File: config.mk
export PLATFORM = sky130hd
export DESIGN_NAME = page_read_seq
export DESIGN_NICKNAME = d
export VERILOG_FILES = /design/src/rtl/pr_pkg.sv /design/src/rtl/pr_wait_timer.sv /design/src/rtl/pr_page_seq.sv /design/src/rtl/pr_rsp_slot.sv /design/src/rtl/page_read_seq.sv
export SDC_FILE = /design/constraint.sdc
export NUM_CORES = 1
export LEC_CHECK = 0
export ABC_CLOCK_PERIOD_IN_PS = 2100
export BUFFER_PORTS_ARGS = -buffer_cell sky130_fd_sc_hd__buf_2
export CAP_MARGIN = 10
export CORE_AREA = 2 2 82 84
export CTS_BUF_LIST = sky130_fd_sc_hd__clkbuf_16
export DETAILED_ROUTE_END_ITERATION = 7
export DIE_AREA = 0 0 84 86
export HOLD_SLACK_MARGIN = 0.08
export MAX_ROUTING_LAYER = met4
export PLACE_DENSITY = 0.75
export SYNTH_ARGS = -nofsm -noshare
export SYNTH_HDL_FRONTEND = slang
export SYNTH_SLANG_ARGS = --single-unit
File: constraint.sdc
create_clock -name clk -period 2.1 [get_ports clk]
set_clock_uncertainty 0.05 [all_clocks]
set_input_delay 0.105 -clock clk [delete_from_list [all_inputs] [get_ports clk]]
set_output_delay 0.105 -clock clk [all_outputs]
set_load 0.01 [all_outputs]
File: src/rtl/pr_pkg.sv
package pr_pkg;
  // log2 of words per page; also the width of the burst length field
  localparam int PAGE_LG = 2;

  typedef enum logic [1:0] {
    ST_IDLE = 2'd0,  // device deselected
    ST_WAIT = 2'd1,  // counting down one word access
    ST_HOLD = 2'd2   // burst done, device still selected for one cycle
  } pr_state_e;
endpackage

File: src/rtl/pr_wait_timer.sv
module pr_wait_timer #(
  parameter int CW   = 4,
  parameter int MAXV = 8
) (
  input  logic          clk,
  input  logic          rst_n,
  input  logic          load_i,
  input  logic [CW-1:0] load_val_i,
  output logic          expired_o
);
  logic [CW-1:0] cnt_q;

  // Counts down to zero and parks there until reloaded
  always_ff @(posedge clk or negedge rst_n) begin
    if (!rst_n)             cnt_q <= '0;
    else if (load_i)        cnt_q <= load_val_i;
    else if (cnt_q != '0)   cnt_q <= cnt_q - CW'(1);
  end

  assign expired_o = (cnt_q == '0);

  // no wait count exceeds the full access latency
  p_cnt_bound_r3: assert property (@(posedge clk) disable iff (!rst_n)
    int'(cnt_q) <= MAXV);
endmodule

File: src/rtl/pr_page_seq.sv
module pr_page_seq
  import pr_pkg::*;
#(
  parameter int AW       = 22,
  parameter int CW       = 4,
  parameter int INIT_LAT = 9,
  parameter int PAGE_LAT = 3
) (
  input  logic               clk,
  input  logic               rst_n,
  input  logic               req_valid_i,
  output logic               req_ready_o,
  input  logic [AW-1:0]      req_addr_i,
  input  logic [PAGE_LG-1:0] req_len_i,
  input  logic               slot_free_i,
  input  logic               tmr_expired_i,
  output logic               tmr_load_o,
  output logic [CW-1:0]      tmr_val_o,
  output logic               capture_o,
  output logic               last_o,
  output logic               ce_n_o,
  output logic               oe_n_o,
  output logic [AW-1:0]      addr_o
);
  localparam logic [CW-1:0] FULL_M1 = CW'(INIT_LAT - 1);
  localparam logic [CW-1:0] PAGE_M1 = CW'(PAGE_LAT - 1);

  pr_state_e          state_q;
  logic [AW-1:0]      cur_q;
  logic [PAGE_LG-1:0] left_q;

  logic          accept;
  logic          same_page;
  logic          crosses;
  logic [AW-1:0] step_addr;

  assign req_ready_o = (state_q != ST_WAIT);
  assign accept      = req_valid_i && req_ready_o;
  assign capture_o   = (state_q == ST_WAIT) && tmr_expired_i && slot_free_i;
  assign last_o      = (left_q == '0);

  assign step_addr = cur_q + AW'(1);
  assign crosses   = (step_addr[AW-1:PAGE_LG] != cur_q[AW-1:PAGE_LG]);
  // A page hit is only possible while the device stayed selected
  assign same_page = (state_q == ST_HOLD) &&
                     (req_addr_i[AW-1:PAGE_LG] == cur_q[AW-1:PAGE_LG]);

  assign tmr_load_o = accept || (capture_o && !last_o);
  always_comb begin
    if (accept) tmr_val_o = same_page ? PAGE_M1 : FULL_M1;
    else        tmr_val_o = crosses   ? FULL_M1 : PAGE_M1;
  end

  always_ff @(posedge clk or negedge rst_n) begin
    if (!rst_n) begin
      state_q <= ST_IDLE;
      cur_q   <= '0;
      left_q  <= '0;
    end else begin
      case (state_q)
        ST_IDLE, ST_HOLD: begin
          if (accept) begin
            state_q <= ST_WAIT;
            cur_q   <= req_addr_i;
            left_q  <= req_len_i;
          end else begin
            state_q <= ST_IDLE;
          end
        end
        ST_WAIT: begin
          if (capture_o) begin
            if (last_o) begin
              state_q <= ST_HOLD;
            end else begin
              cur_q  <= step_addr;
              left_q <= left_q - PAGE_LG'(1);
            end
          end
        end
        default: state_q <= ST_IDLE;
      endcase
    end
  end

  assign ce_n_o = (state_q == ST_IDLE);
  assign oe_n_o = (state_q == ST_IDLE);
  assign addr_o = cur_q;

  // the address holds while a word is still being waited on
  p_addr_hold_r10: assert property (@(posedge clk) disable iff (!rst_n)
    (state_q == ST_WAIT && !capture_o) |=> $stable(addr_o));

  // an idle cycle after a burst deselects the device
  p_release_r7: assert property (@(posedge clk) disable iff (!rst_n)
    (state_q == ST_HOLD && !req_valid_i) |=> (ce_n_o && oe_n_o));

  // a burst is only started from a non-busy state
  p_take_r2: assert property (@(posedge clk) disable iff (!rst_n)
    $rose(state_q == ST_WAIT) |-> $past(req_valid_i));
endmodule

File: src/rtl/pr_rsp_slot.sv
module pr_rsp_slot #(
  parameter int DW = 16
) (
  input  logic          clk,
  input  logic          rst_n,
  input  logic          capture_i,
  input  logic [DW-1:0] data_i,
  input  logic          last_i,
  output logic          free_o,
  output logic          rsp_valid_o,
  input  logic          rsp_ready_i,
  output logic [DW-1:0] rsp_data_o,
  output logic          rsp_last_o
);
  assign free_o = !rsp_valid_o || rsp_ready_i;

  always_ff @(posedge clk or negedge rst_n) begin
    if (!rst_n) begin
      rsp_valid_o <= 1'b0;
      rsp_data_o  <= '0;
      rsp_last_o  <= 1'b0;
    end else if (capture_i) begin
      rsp_valid_o <= 1'b1;
      rsp_data_o  <= data_i;
      rsp_last_o  <= last_i;
    end else if (rsp_ready_i) begin
      rsp_valid_o <= 1'b0;
    end
  end

  // a stalled word is held unchanged
  p_hold_r9: assert property (@(posedge clk) disable iff (!rst_n)
    (rsp_valid_o && !rsp_ready_i) |=> (rsp_valid_o && $stable(rsp_data_o) && $stable(rsp_last_o)));

  // no sample may overwrite a word the consumer has not taken
  p_no_drop_r9: assert property (@(posedge clk) disable iff (!rst_n)
    (rsp_valid_o && !rsp_ready_i) |-> !capture_i);
endmodule

File: src/rtl/page_read_seq.sv
module page_read_seq #(
  parameter int ADDR_W   = 22,
  parameter int DATA_W   = 16,
  parameter int INIT_LAT = 9,
  parameter int PAGE_LAT = 3
) (
  input  logic              clk,
  input  logic              rst_n,
  input  logic              req_valid,
  output logic              req_ready,
  input  logic [ADDR_W-1:0] req_addr,
  input  logic [1:0]        req_len,
  output logic              rsp_valid,
  input  logic              rsp_ready,
  output logic [DATA_W-1:0] rsp_data,
  output logic              rsp_last,
  output logic              flash_ce_n,
  output logic              flash_oe_n,
  output logic [ADDR_W-1:0] flash_addr,
  input  logic [DATA_W-1:0] flash_dq
);
  localparam int CW = $clog2(INIT_LAT + 1);

  logic          slot_free;
  logic          tmr_expired;
  logic          tmr_load;
  logic [CW-1:0] tmr_val;
  logic          capture;
  logic          last_word;

  pr_page_seq #(
    .AW(ADDR_W), .CW(CW), .INIT_LAT(INIT_LAT), .PAGE_LAT(PAGE_LAT)
  ) u_seq (
    .clk(clk), .rst_n(rst_n),
    .req_valid_i(req_valid), .req_ready_o(req_ready),
    .req_addr_i(req_addr), .req_len_i(req_len),
    .slot_free_i(slot_free), .tmr_expired_i(tmr_expired),
    .tmr_load_o(tmr_load), .tmr_val_o(tmr_val),
    .capture_o(capture), .last_o(last_word),
    .ce_n_o(flash_ce_n), .oe_n_o(flash_oe_n), .addr_o(flash_addr)
  );

  pr_wait_timer #(.CW(CW), .MAXV(INIT_LAT - 1)) u_tmr (
    .clk(clk), .rst_n(rst_n),
    .load_i(tmr_load), .load_val_i(tmr_val), .expired_o(tmr_expired)
  );

  pr_rsp_slot #(.DW(DATA_W)) u_rsp (
    .clk(clk), .rst_n(rst_n),
    .capture_i(capture), .data_i(flash_dq), .last_i(last_word),
    .free_o(slot_free),
    .rsp_valid_o(rsp_valid), .rsp_ready_i(rsp_ready),
    .rsp_data_o(rsp_data), .rsp_last_o(rsp_last)
  );

  // data is only sampled while the device drives the bus
  p_cap_selected_r8: assert property (@(posedge clk) disable iff (!rst_n)
    capture |-> (!flash_ce_n && !flash_oe_n));

  // a deselected sequencer always accepts
  p_idle_ready_r2: assert property (@(posedge clk) disable iff (!rst_n)
    flash_ce_n |-> req_ready);
endmodule

# [Word-level counts from Yosys, hierarchy flattened]
# Cells that the tools add are included.
[classes] add_sub_neg=3 eq_ne=9 mux=19 n_reduce_logical=19
[ops] op="$mux 22" count=3
[ops] op="$pmux 22 s2" count=1
[ops] op="$add 22x1->22 const B" count=1
[ops] op="$eq 20x20->1" count=1
[ops] op="$mux 4" count=5
[ops] op="$ne 20x20->1" count=1
[ops] op="$mux 2" count=5
[ops] op="$ne 2x1->1 const B" count=4
[ops] op="$pmux 2 s2" count=2
[ops] op="$reduce_bool 2->1" count=3
[ops] op="$logic_and 1x1->1" count=5
[ops] op="$logic_not 2->1" count=2
[ops] op="$logic_not 4->1" count=1
[ops] op="$reduce_and 4->1" count=1
[ops] op="$reduce_bool 4->1" count=1
[ops] op="$sub 4x1->4 const B" count=1
[ops] op="$mux 1" count=3
[ops] op="$eq 2x1->1 const B" count=1
[ops] op="$eq 2x2->1 const B" count=1
[ops] op="$logic_not 1->1" count=2
[ops] op="$logic_or 1x1->1" count=2
[ops] op="$ne 2x2->1 const B" count=1
[ops] op="$reduce_and 2->1" count=1
[ops] op="$reduce_or 2->1" count=1
[ops] op="$sub 2x1->2 const B" count=1
[word_totals] register_bits=48 inputBits=44 output_inout_bits=43 wordCells=57

# [Longest topological paths before layout]
# Gate-level depths: netlist (run 1).
[depth] depth_word=6 depth_mapped=8

# [By module]
# From an unflattened synthesis (run 1), not the netlist that was laid out.
[unflattened] hier_cells=304 hier_area_um2=2944.1
[by_module_without_submodules] module="pr_page_seq" instances=1 cells_each=243 area_per_inst_um2=1990.7 seq_area_each_um2=650.6
[by_module_without_submodules] module="pr_rsp_slot" instances=1 cells_each=39 area_per_inst_um2=719.4 seq_area_each_um2=450.4
[by_module_without_submodules] module="pr_wait_timer" instances=1 cells_each=22 area_per_inst_um2=234.0 seq_area_each_um2=100.1

# [Worst setup path before layout (run 1)]
# OpenSTA, ideal clock, no wires.
[synth_timing] path_kind="register to register" startpoint="reg u_tmr.cnt_q[0]" endpoint="reg u_seq.cur_q[16], in the netlist u_seq.addr_o[16]" setup_ps=128 t_arrival_ps=1875 t_required_ps=1922 path_slack_ps=47 path_stages_with_launch=9 n_path_buf=2 period_less_slack_ps=2053 cell_sequence="dfrtp_1 inv_1 ha_1 or3b_1 buf_2 o41ai_4 buf_6 o21ai_1 o2bb2ai_1"
[synth_between] elab_chain_cells=5
[synth_rtl] item="start, declared" line_no="pr_wait_timer.sv:11" text="logic [CW-1:0] cnt_q;"
[synth_rtl] item="start signal, assigned" line_no="pr_wait_timer.sv:16" text="else if (load_i) cnt_q <= load_val_i;"
[synth_rtl] item="start signal, assigned" line_no="pr_wait_timer.sv:17" text="else if (cnt_q != '0) cnt_q <= cnt_q - CW'(1);"
[synth_rtl] item="$logic_not 4->1" line_no="pr_wait_timer.sv:20" text="assign expired_o = (cnt_q == '0);"
[synth_rtl] item="$logic_and 1x1->1 (2 in series)" line_no="pr_page_seq.sv:39" text="assign capture_o = (state_q == ST_WAIT) && tmr_expired_i && slot_free_i;"
[synth_rtl] item="$ne 2x1->1 (no line)"
[synth_rtl] item="$reduce_and 4->1 (no line)"
[synth_rtl] item="end signal, assigned" line_no="pr_page_seq.sv:64" text="cur_q <= req_addr_i;"
[synth_rtl] item="end signal, assigned" line_no="pr_page_seq.sv:75" text="cur_q <= step_addr;"
[synth_rtl] item="end, declared" line_no="pr_page_seq.sv:29" text="logic [AW-1:0] cur_q;"
# No other way between the ends.
# A chain may end at the register's enable or synchronous reset.

# [Worst setup path in the final report (run 1)]
[layout_timing] startpoint="reg u_tmr.cnt_q[1]" endpoint="reg u_seq.cur_q[15], in the netlist u_seq.addr_o[15]"
# The elaborated chain is that of the path after synthesis.

==> results.cfg, run 1 <==
[status]
outcome = finished, final reports clean

[routing]
drtIter0Drc = 261
vias = 2893
wire_per_inst_um = 17.7
first_pass_iters = 5
wirelength_um = 8750
avgViaCountPerCell = 5.84
antenna_left = 0
drc_errors = 0

[placement]
portBuffers = 86
detailed_place_hpwl_um = 5850
dp_cells = 456
gp_congestion = 0.887

[setup_path]
crit_start = u_tmr.cnt_q[1]$_DFFE_PN0P_
critical_path.endpoint_type = flip-flop
crit_path_start_kind = flip-flop
reg2reg_depth = 8
worstReg2RegStart = u_tmr.cnt_q[1]$_DFFE_PN0P_
cp.arrival_ns = 2.22
critical_path_required_ns = 2.26
r2r_end = u_seq.addr_o[15]$_DFFE_PN0P_
critPathKind = reg2reg
path_max_fanout = 5
r2r_setup_slack_ns = 0.04

[yosys]
avgSynthCellArea_um2 = 9.70
synth_top_area_cell = dfrtp_1
synthMuxAreaShare_pct = 6.60
yosysTopAreaCellShare_pct = 41.7
synthSimpleGateAreaFrac_pct = 18.9
synth.most_common_cell = dfrtp_1
synth_area_um2 = 2880
synth_area_leaders = dfrtp_1, mux2_2, xor2_1
synth_fa_ha_area_share_pct = 1.74
synth_compound_area_share_pct = 20.4
yosys-top-cells-count = dfrtp_1, xor2_1, nor2_1
ys_seq_elements = 48
synth-edff-count = 0
synth_xor_area_share_pct = 6.39
ys.warnings.count = 0
synthFlopType = dfrtp_1
synth_top_family_by_area = compound AO/OA/AOI/OAI gates
synthCells = 297
async_flop_share_pct = 100
synthDistinctLibCells = 52
syn-num-nets = 345
yosysSeqAreaShare_pct = 41.7

[floorplanning]
die_height_um = 86
die_w_um = 84
ios = 87
coreArea_um2 = 6280
dieArea_um2 = 7220
row_count = 29
initial_utilization_pct = 45.9

[global_route]
antenna_found_initial = 0
grt_pass1_vias = 2766
grt_use_total_pct = 24.0
gr-total-overflow = 0
grt_max_degree = 28
grt_pass1_wl_um = 13500

[sta]
layout_min_cycle_time_ns = 2.06
setup_viol = 0
rsz0062_at_grt = yes
maxSlewViolCount = 0
fmax_mhz = 485
worst_hold_slack_ns = 0.0859
tightestPinTransition_ns = 0.565
finalCritPeriodShare_pct = 98.1
slew_headroom_pct = 62.3
hold_viol = 0

[layout]
postLayoutCoreUtil_pct = 62.3
num-nets-final = 464
area.growth.synth_to_final_pct = 35.9
drive_above_1_share_pct = 34.8
layout.cells.non_filler = 495
fillers = 518

[job]
drv_cap = 0

[clocking]
cts.sinks = 48
cts_buffers = 5
clk_pin_slew_ns = 0.07
clkLatencyLatePin_ns = 0.29
htreeDepth = 2
clockBufferDepth = 2
cts_tree = yes
cts-root-buf = clkbuf_16

[min_path]
min_to = u_seq.addr_o[0]$_DFFE_PN0P_
hp-class = in2reg
hold_depth = 3
hp-start = req_addr[0]

[power_and_ir_drop]
p_leak_nw = 1.88
ir_drop_uv = 612
powerDensity_nw_per_um2 = 1490
## flip-flops by register name (all words and copies together), names as in the netlist
| register | cells |
|---|---|
| u_seq.addr_o | 22 |
| u_seq.left_q | 2 |
| u_tmr.cnt_q | 4 |
| u_rsp.rsp_last_o | 1 |
| u_rsp.rsp_data_o | 16 |
| u_rsp.rsp_valid_o | 1 |
| u_seq.state_q | 2 |
## power by group
| group | leakage [nW] | switching (mW) | total (mW) | internal (mW) |
|---|---|---|---|---|
| clock | 0.0635 | 0.351 | 0.788 | 0.437 |
| combinational | 1.25 | 1.75 | 3.22 | 1.47 |
| sequential | 0.572 | 0.457 | 1.81 | 1.35 |
| total | 1.88 | 2.56 | 5.81 | 3.26 |
## stage by stage
step	cell area (µm²)	power, mW	setup TNS (ns)	worst slack (ns)
2_1_floorplan	2880	3.71	0	0.0466
3_3_place_gp	3450	4.65	0	0.113
3_5_place_dp	3450	4.73	0	0.0295
4_1_cts	3830	5.55	0	0.0111
5_1_grt	3910	6.23	-0.253	-0.0417
6_report	3910	5.81	0	0.0402
## cell type report
cell class | instances | area [µm²] | share of cell area [%]
Antenna cell | 1 | 2.50 | 0.0639
Clock buffer | 5 | 125 | 3.20
Clock inverter | 3 | 18.8 | 0.480
Inverter | 7 | 26.3 | 0.671
Multi-Input combinational cell | 222 | 1590 | 40.6
Sequential cell | 48 | 1200 | 30.7
Tap cell | 77 | 96.3 | 2.46
Timing Repair Buffer | 132 | 856 | 21.9
## worst max-delay path, cell delays in order, from the launching register on
cell and delay [ns]:
dfrtp_1 0.40, inv_2 0.10, ha_4 0.13, or3b_4 0.39, o41ai_4 0.34, buf_4 0.19, buf_6 0.12, o211ai_1 0.10
o211ai_1 0.16
## worst max-delay path by stage
| stage | endpoint | slack (ns) | cells past startpoint |
|---|---|---|---|
| final | u_seq.addr_o[15]$_DFFE_PN0P_ | 0.04 | 8 |
| after global routing | u_seq.addr_o[17]$_DFFE_PN0P_ | -0.04 | 8 |
| after floorplan | u_seq.addr_o[16]$_DFFE_PN0P_ | 0.05 | 8 |
| after global placement | u_seq.addr_o[14]$_DFFE_PN0P_ | 0.11 | 8 |
| after detailed placement | u_seq.addr_o[10]$_DFFE_PN0P_ | 0.03 | 7 |
| after CTS | u_seq.addr_o[10]$_DFFE_PN0P_ | 0.01 | 7 |
## cell families (layout without fill, tap and decap cells)
group                    after synthesis  count (layout)
flip-flops                            48              48
multiplexers                          17              17
AO/OA/AOI/OAI                         83              83
XOR/XNOR                              21              21
adder cells (fa/ha/maj)                4               4
AND/OR/NAND/NOR                       97              97
other                                  0               1
buffers and inverters                 27             147
## metal layers
layer | vias to the layer above | global-route usage (%) | routed length [µm]
li1 | 1351 | - | -
met1 | 1400 | 30.7 | 3580
met2 | 123 | 40.0 | 4510
met3 | 19 | 3.75 | 500
met4 | 0 | 6.74 | 167
met5 | - | - | 0
## placed cells by master (no fill, tap or decap), types with 6 or more instances in the layout
cell / Yosys / routed
nor3_1: 7 / 7
buf_4: 2 / 19
nand2b_1: 6 / 6
buf_2: 5 / 86
nor2_1: 18 / 18
nand3_1: 8 / 8
dfrtp_1: 48 / 48
nand2_1: 15 / 15
o21ai_0: 14 / 14
a211oi_1: 7 / 6
and3_1: 9 / 9
dlygate4sd3_1: 0 / 24
xor2_1: 20 / 20
a21oi_1: 17 / 17
nor4_1: 6 / 6
and4_1: 10 / 10
mux2_2: 16 / 16
## repair_timing
item | in CTS | in global routing
hold buffers | 24 | 0
endpoints found under the setup margin | 0 | 13
resized for setup | 0 | 13
setup buffers | 0 | 4
endpoints found under the hold margin | 44 | 0
Note: power is estimated with default switching activity, not from simulation.
==> inputs of run 2 (changes only) <==
--- a/config.mk
+++ b/config.mk
@@ -8,13 +8,13 @@
 export ABC_CLOCK_PERIOD_IN_PS = 2100
 export BUFFER_PORTS_ARGS = -buffer_cell sky130_fd_sc_hd__buf_2
 export CAP_MARGIN = 10
-export CORE_AREA = 2 2 82 84
-export CTS_BUF_LIST = sky130_fd_sc_hd__clkbuf_16
+export CORE_AREA = 2 2 81 83
+export CTS_BUF_LIST = sky130_fd_sc_hd__clkbuf_8
 export DETAILED_ROUTE_END_ITERATION = 7
-export DIE_AREA = 0 0 84 86
+export DIE_AREA = 0 0 83 85
 export HOLD_SLACK_MARGIN = 0.08
 export MAX_ROUTING_LAYER = met4
-export PLACE_DENSITY = 0.75
+export PLACE_DENSITY = 0.77
 export SYNTH_ARGS = -nofsm -noshare
 export SYNTH_HDL_FRONTEND = slang
 export SYNTH_SLANG_ARGS = --single-unit
==> run 2 against run 1 <==
Net effect:
- the flow now finishes with violations (negative setup slack)
- critical path depth is the same
- final area hardly changed
- first-iteration DRC count grew 26%
- clock-buffer cell count up 1
- routed wire length shrank 1.6%
- sequential power hardly changed
- highest routed layer unchanged
- total power shrank 1.1%
- maximum frequency shrank 2.4%
- register-to-register slack worse by 0.05 ns
- worst setup slack got worse by 0.051 ns
==> results.cfg, run 2 (synthesized netlist as in run 1, its figures left out) <==
[status]
outcome = finished with violations
violations = negative setup slack

[sta]
fmax_mhz = 474
layout_setup_ws_ns = -0.0111
finalCritPeriodShare_pct = 101
tightestPinTransition_ns = 0.550
layout_min_cycle_time_ns = 2.11
setup_viol = 1
worst_hold_slack_ns = 0.0749
rsz0062_at_grt = yes
maxSlewViolCount = 0
slew_headroom_pct = 63.3
hold_viol = 0

[setup_path]
crit_buf_inv = 3
crit_path_start_kind = flip-flop
path_common_cell = o211ai_1
cp.arrival_ns = 2.29
path_cells = inv_2 -> ha_4 -> or3b_4 -> o41ai_4 -> buf_4 -> buf_6 -> o211ai_1 -> o211ai_1
crit_family = compound AO/OA/AOI/OAI gates
slowest_stage = dfrtp_1
slowest_delay_ns = 0.41
path_max_fanout = 8
critical_path_required_ns = 2.28
critical_path.endpoint_type = flip-flop
critPathKind = reg2reg
r2r_setup_slack_ns = -0.01

[routing]
wire_per_inst_um = 17.3
wirelength_um = 8610
antenna_left = 0
first_pass_iters = 5
drtIter0Drc = 329
vias = 2949
avgViaCountPerCell = 5.91
drc_errors = 0

[floorplanning]
row_count = 29
dieArea_um2 = 7060
ios = 87
initial_utilization_pct = 46.4
die_w_um = 83
coreArea_um2 = 6200
die_height_um = 85

[clocking]
clkLatencyLatePin_ns = 0.31
clockBufferDepth = 2
cts_buffers = 5
cts-root-buf = clkbuf_8
clk_pin_slew_ns = 0.09
cts.sinks = 48
htreeDepth = 2
cts_tree = yes

[layout]
layout.cells.non_filler = 499
largest_register_ff_count = 22
final_area_um2 = 3920
layout_commonest_cell = buf_2
postLayoutCoreUtil_pct = 63.1
drive_above_1_share_pct = 35.5
final_cell_mix = buf_2, dfrtp_1, dlygate4sd3_1, buf_4, xor2_1
num-nets-final = 469
diodes = 0
area.growth.synth_to_final_pct = 36.0

[placement]
portBuffers = 86
detailed_place_hpwl_um = 5760
dp_cells = 456
placed_area_um2 = 3430
gp_congestion = 0.923

[power_and_ir_drop]
p_leak_nw = 1.90
p_total_mw = 5.75
powerDensity_nw_per_um2 = 1470
ir_drop_uv = 565

[global_route]
gr-total-overflow = 0
grt_use_total_pct = 23.6
antenna_found_initial = 0
grt_pass1_wl_um = 13100
grt_max_degree = 32
grt_pass1_vias = 2645

[min_path]
hp-class = in2reg

[job]
drv_cap = 0
run 2: cell count changes in the layout (fill, tap and decap cells not counted), sizes merged:
cell and change:
buf +3, dlygate4sd3 +2, diode -1, clkbuf +1
clkinvlp -2, bufinv +1
run 2: path summary, 6_finish.rpt:
path                                                    from                           end  cells past startpoint
max in group asynchronous                              rst_n  u_seq.addr_o[18]$_DFFE_PN0P_                      3
min in group asynchronous                              rst_n   u_seq.addr_o[6]$_DFFE_PN0P_                      2
worst min-delay path                            req_addr[12]  u_seq.addr_o[12]$_DFFE_PN0P_                      3
worst min register to register  u_rsp.rsp_last_o$_DFFE_PN0P_  u_rsp.rsp_last_o$_DFFE_PN0P_                      1
worst max-delay path              u_tmr.cnt_q[1]$_DFFE_PN0P_  u_seq.addr_o[15]$_DFFE_PN0P_                      8
worst max register to register    u_tmr.cnt_q[1]$_DFFE_PN0P_  u_seq.addr_o[15]$_DFFE_PN0P_                      8
run 2: what timing repair did:
item                                    4_1_cts  5_1_grt
resized for setup                             0       14
buffers inserted                              0        8
hold endpoints to repair                     45        0
hold buffers                                 26        0
endpoints found under the setup margin        0       13
run 2: worst reg2reg max path, delay by kind of cell (launching register included):
family,cells,cell delay [ns]
AO/OA/AOI/OAI,3,0.64
adder cells (fa/ha/maj),1,0.13
flip-flops,1,0.41
AND/OR/NAND/NOR,1,0.39
buffers and inverters,3,0.41
run 2: metrics by stage:
| stage | setup slack [ns] | setup TNS, ns |
|---|---|---|
| 4_1_cts | 0.0668 | 0 |
| 6_report | -0.0111 | -0.0111 |
| 3_3_place_gp | 0.129 | 0 |
| 5_1_grt | -0.0985 | -0.627 |
| 2_1_floorplan | 0.0466 | 0 |
| 3_5_place_dp | 0.0961 | 0 |
run 2: cell type report:
| class | count | area, µm² |
|---|---|---|
| multi-input combinational | 222 | 1580 |
| clock buffer | 6 | 82.6 |
| fill | 527 | 2290 |
| timing repair buffer | 137 | 890 |
| clock inverter | 2 | 38.8 |
| inverter | 7 | 26.3 |
| tap | 77 | 96.3 |
| sequential | 48 | 1200 |
run 2: where the power goes:
part / leakage [nW] / internal [mW] / switching, mW
combinational: 1.27 / 1.49 / 1.72
sequential: 0.572 / 1.35 / 0.464
clock: 0.0614 / 0.390 / 0.340
run 2: routing by layer:
metal	part of all wire [%]	wire, µm	vias up	global-route usage, %
li1	-	-	1357	-
met1	41	3520	1408	31.0
met2	50	4310	162	38.2
met3	7.1	608	22	3.40
met4	2.0	170	0	7.00
met5	0	0	-	-
==> inputs of run 3 (changes only) <==
--- a/config.mk
+++ b/config.mk
@@ -5,16 +5,19 @@
 export SDC_FILE = /design/constraint.sdc
 export NUM_CORES = 1
 export LEC_CHECK = 0
+export ABC_AREA = 1
 export ABC_CLOCK_PERIOD_IN_PS = 2100
 export BUFFER_PORTS_ARGS = -buffer_cell sky130_fd_sc_hd__buf_2
 export CAP_MARGIN = 10
-export CORE_AREA = 2 2 81 83
+export CELL_PAD_IN_SITES_DETAIL_PLACEMENT = 0
+export CELL_PAD_IN_SITES_GLOBAL_PLACEMENT = 1
+export CORE_AREA = 2 2 98 100
 export CTS_BUF_LIST = sky130_fd_sc_hd__clkbuf_8
 export DETAILED_ROUTE_END_ITERATION = 7
-export DIE_AREA = 0 0 83 85
+export DIE_AREA = 0 0 100 102
 export HOLD_SLACK_MARGIN = 0.08
 export MAX_ROUTING_LAYER = met4
-export PLACE_DENSITY = 0.77
+export PLACE_DENSITY_LB_ADDON = 0.1
 export SYNTH_ARGS = -nofsm -noshare
 export SYNTH_HDL_FRONTEND = slang
 export SYNTH_SLANG_ARGS = --single-unit
==> run 3 against run 2 <==
Net effect:
- the flow now finishes without violations
- via count is 1.8% higher
- clock power decreased by 2%
- sequential power barely moved
- first-iteration DRC count down 64%
- combinational power shrank 11%
- register-to-register slack improved by 0.19 ns
- cell count is 30% higher
- sequential share of layout area down 0.17 points
- sequential cell count unchanged
- worst setup slack improved by 0.19 ns
- highest routed layer unchanged
==> results.cfg, run 3 <==
[clocking]
clockBufferDepth = 2
htreeDepth = 2
cts-root-buf = clkbuf_8
clk_pin_slew_ns = 0.11
cts_buffers = 5
clkLatencyLatePin_ns = 0.31
cts.sinks = 48
cts_tree = yes

[sta]
maxSlewViolCount = 0
layout_setup_ws_ns = 0.179
fmax_mhz = 521
finalCritPeriodShare_pct = 91.5
setup_viol = 0
layout_min_cycle_time_ns = 1.92
hold_viol = 0
worst_hold_slack_ns = 0.0859
slew_headroom_pct = 57.6
setup-tns-final_ns = 0
tightestPinTransition_ns = 0.636

[power_and_ir_drop]
p_clk_share_pct = 13.4
powerDensity_nw_per_um2 = 1360
switching_share_pct = 46.3
intPower_mw = 2.88
ir_drop_uv = 505
pwr-share-seq_pct = 33.2
p_total_mw = 5.36
switchingPower_mw = 2.48
p_comb_share_pct = 53.4
p_leak_nw = 2.11

[yosys]
ys.warnings.count = 0
synth_fa_ha_area_share_pct = 1.66
ys_seq_elements = 48
synth_top_area_cell = dfrtp_1
synthCells = 421
synthDistinctLibCells = 31
yosys-top-cells-count = nand2_1, inv_1, dfrtp_1
synthFlopType = dfrtp_1
synth_area_leaders = dfrtp_1, nand2_1, inv_1
async_flop_share_pct = 100
synth_area_um2 = 3010
synth.most_common_cell = nand2_1
synthMuxAreaShare_pct = 5.99
yosysTopAreaCellShare_pct = 39.9
synth-edff-count = 0
avgSynthCellArea_um2 = 7.15
synth_xor_area_share_pct = 1.75
syn-num-nets = 469
synth_top_family_by_area = simple AND/OR/NAND/NOR gates
synthSimpleGateAreaFrac_pct = 29.3
synth_compound_area_share_pct = 11.2
yosysSeqAreaShare_pct = 39.9

[min_path]
hp-start = req_len[0]
hold_depth = 5
hp-class = in2reg
min_to = u_seq.left_q[0]$_DFFE_PN0P_

[global_route]
grt_pass1_wl_um = 14600
grt_use_total_pct = 18.8
gr-total-overflow = 0
grt_pass1_vias = 2944
antenna_found_initial = 0
grt_max_degree = 49

[setup_path]
worstReg2RegStart = u_tmr.cnt_q[0]$_DFFE_PN0P_
critical_path.endpoint_type = flip-flop
r2r_setup_slack_ns = 0.18
critical_path_required_ns = 2.25
r2r_end = u_seq.addr_o[5]$_DFFE_PN0P_
cp.arrival_ns = 2.07
critPathKind = reg2reg
path_max_fanout = 16
crit_path_start_kind = flip-flop
reg2reg_depth = 9

[placement]
gp_congestion = 0.795
dp_cells = 614
portBuffers = 86
detailed_place_hpwl_um = 6670
placed_area_um2 = 3570
pre_cts_slack_ns = 0.145

[layout]
num-nets-final = 583
layout_commonest_cell = nand2_1
area.growth.synth_to_final_pct = 30.8
final_area_um2 = 3940
final_cell_mix = nand2_1, buf_2, inv_1, dfrtp_1, nor2_1
postLayoutCoreUtil_pct = 43.2
diodes = 0
drive_above_1_share_pct = 25.4
layout.cells.non_filler = 647
largest_register_ff_count = 22

[floorplanning]
coreArea_um2 = 9110
dieArea_um2 = 10200
row_count = 35
ios = 87
die_height_um = 102
die_w_um = 100
initial_utilization_pct = 33.0

[routing]
drc_errors = 0
drtIter0Drc = 120
first_pass_iters = 4
antenna_left = 0
avgViaCountPerCell = 4.64
vias = 3002
wirelength_um = 8890
wire_per_inst_um = 13.7

[status]
outcome = finished, final reports clean

[job]
drv_cap = 0
## run 3: changes by cell type in the layout (fill, tap and decap cells not counted), moves of 9 or more
cell / change
nand2_1: +129
o21ai_0: +14
inv_1: +50
buf_4: -13
nor2_1: +14
and4_1: -10
and3_1: -9
xor2_1: -16
## run 3: area by class of cell
| cell class | count | area [µm²] |
|---|---|---|
| Fill cell | 1009 | 5170 |
| Multi-Input combinational cell | 300 | 1510 |
| Sequential cell | 48 | 1200 |
| Timing Repair Buffer | 120 | 748 |
| Inverter | 60 | 225 |
| Tap cell | 111 | 139 |
| Clock buffer | 5 | 68.8 |
| Clock inverter | 3 | 47.5 |
## run 3: layer usage
| metal | share of wire [%] | vias up | global-route usage [%] |
|---|---|---|---|
| met5 | 0 | - | - |
| met2 | 48 | 75 | 31.1 |
| met4 | 0.50 | 0 | 3.16 |
| li1 | - | 1553 | - |
| met1 | 47 | 1370 | 25.1 |
| met3 | 4.0 | 4 | 2.60 |
## run 3: cell families (layout without fill, tap and decap cells)
family,count (synthesis),count (layout)
and+or+nand+nor,214,214
buffers and inverters,73,188
AOI/OAI and AO/OA,60,60
DFF,48,48
muxes,16,16
xor gates and xnor gates,6,6
adders and majority gates,4,4
## run 3: repair_timing
item,CTS,global route
setup endpoints to repair,0,10
hold endpoints to repair,72,0
hold buffers,25,0
buffers inserted,0,0
resized for setup,0,1
## run 3: critical path, cell delays in order (launching register included)
cell     delay (ns)
dfrtp_1        0.41
inv_1          0.11
ha_1           0.15
nand2_1        0.07
nor2_2         0.15
nand4_1        0.19
nand2_4        0.22
inv_2          0.17
a21oi_1        0.18
a22oi_1        0.08
## run 3: worst max path at each step
stage | from | to | cells past startpoint
after floorplan | u_tmr.cnt_q[0]$_DFFE_PN0P_ | u_seq.addr_o[10]$_DFFE_PN0P_ | 10
after global placement | u_tmr.cnt_q[0]$_DFFE_PN0P_ | u_seq.addr_o[18]$_DFFE_PN0P_ | 10
after detailed placement | u_tmr.cnt_q[0]$_DFFE_PN0P_ | u_seq.addr_o[5]$_DFFE_PN0P_ | 9
after CTS | u_tmr.cnt_q[0]$_DFFE_PN0P_ | u_seq.addr_o[5]$_DFFE_PN0P_ | 9
after global routing | u_tmr.cnt_q[0]$_DFFE_PN0P_ | u_seq.addr_o[18]$_DFFE_PN0P_ | 10
final | u_tmr.cnt_q[0]$_DFFE_PN0P_ | u_seq.addr_o[5]$_DFFE_PN0P_ | 9
## run 3: power by group through the flow
stage | clock (mW) | sequential [mW] | combinational, mW
finish | 0.716 | 1.78 | 2.86
global route | 0.781 | 1.85 | 3.28
CTS | 0.747 | 1.78 | 2.90
detailed placement | 0 | 1.79 | 2.85
global placement | 0 | 1.78 | 2.83
floorplan | 0 | 1.88 | 1.78
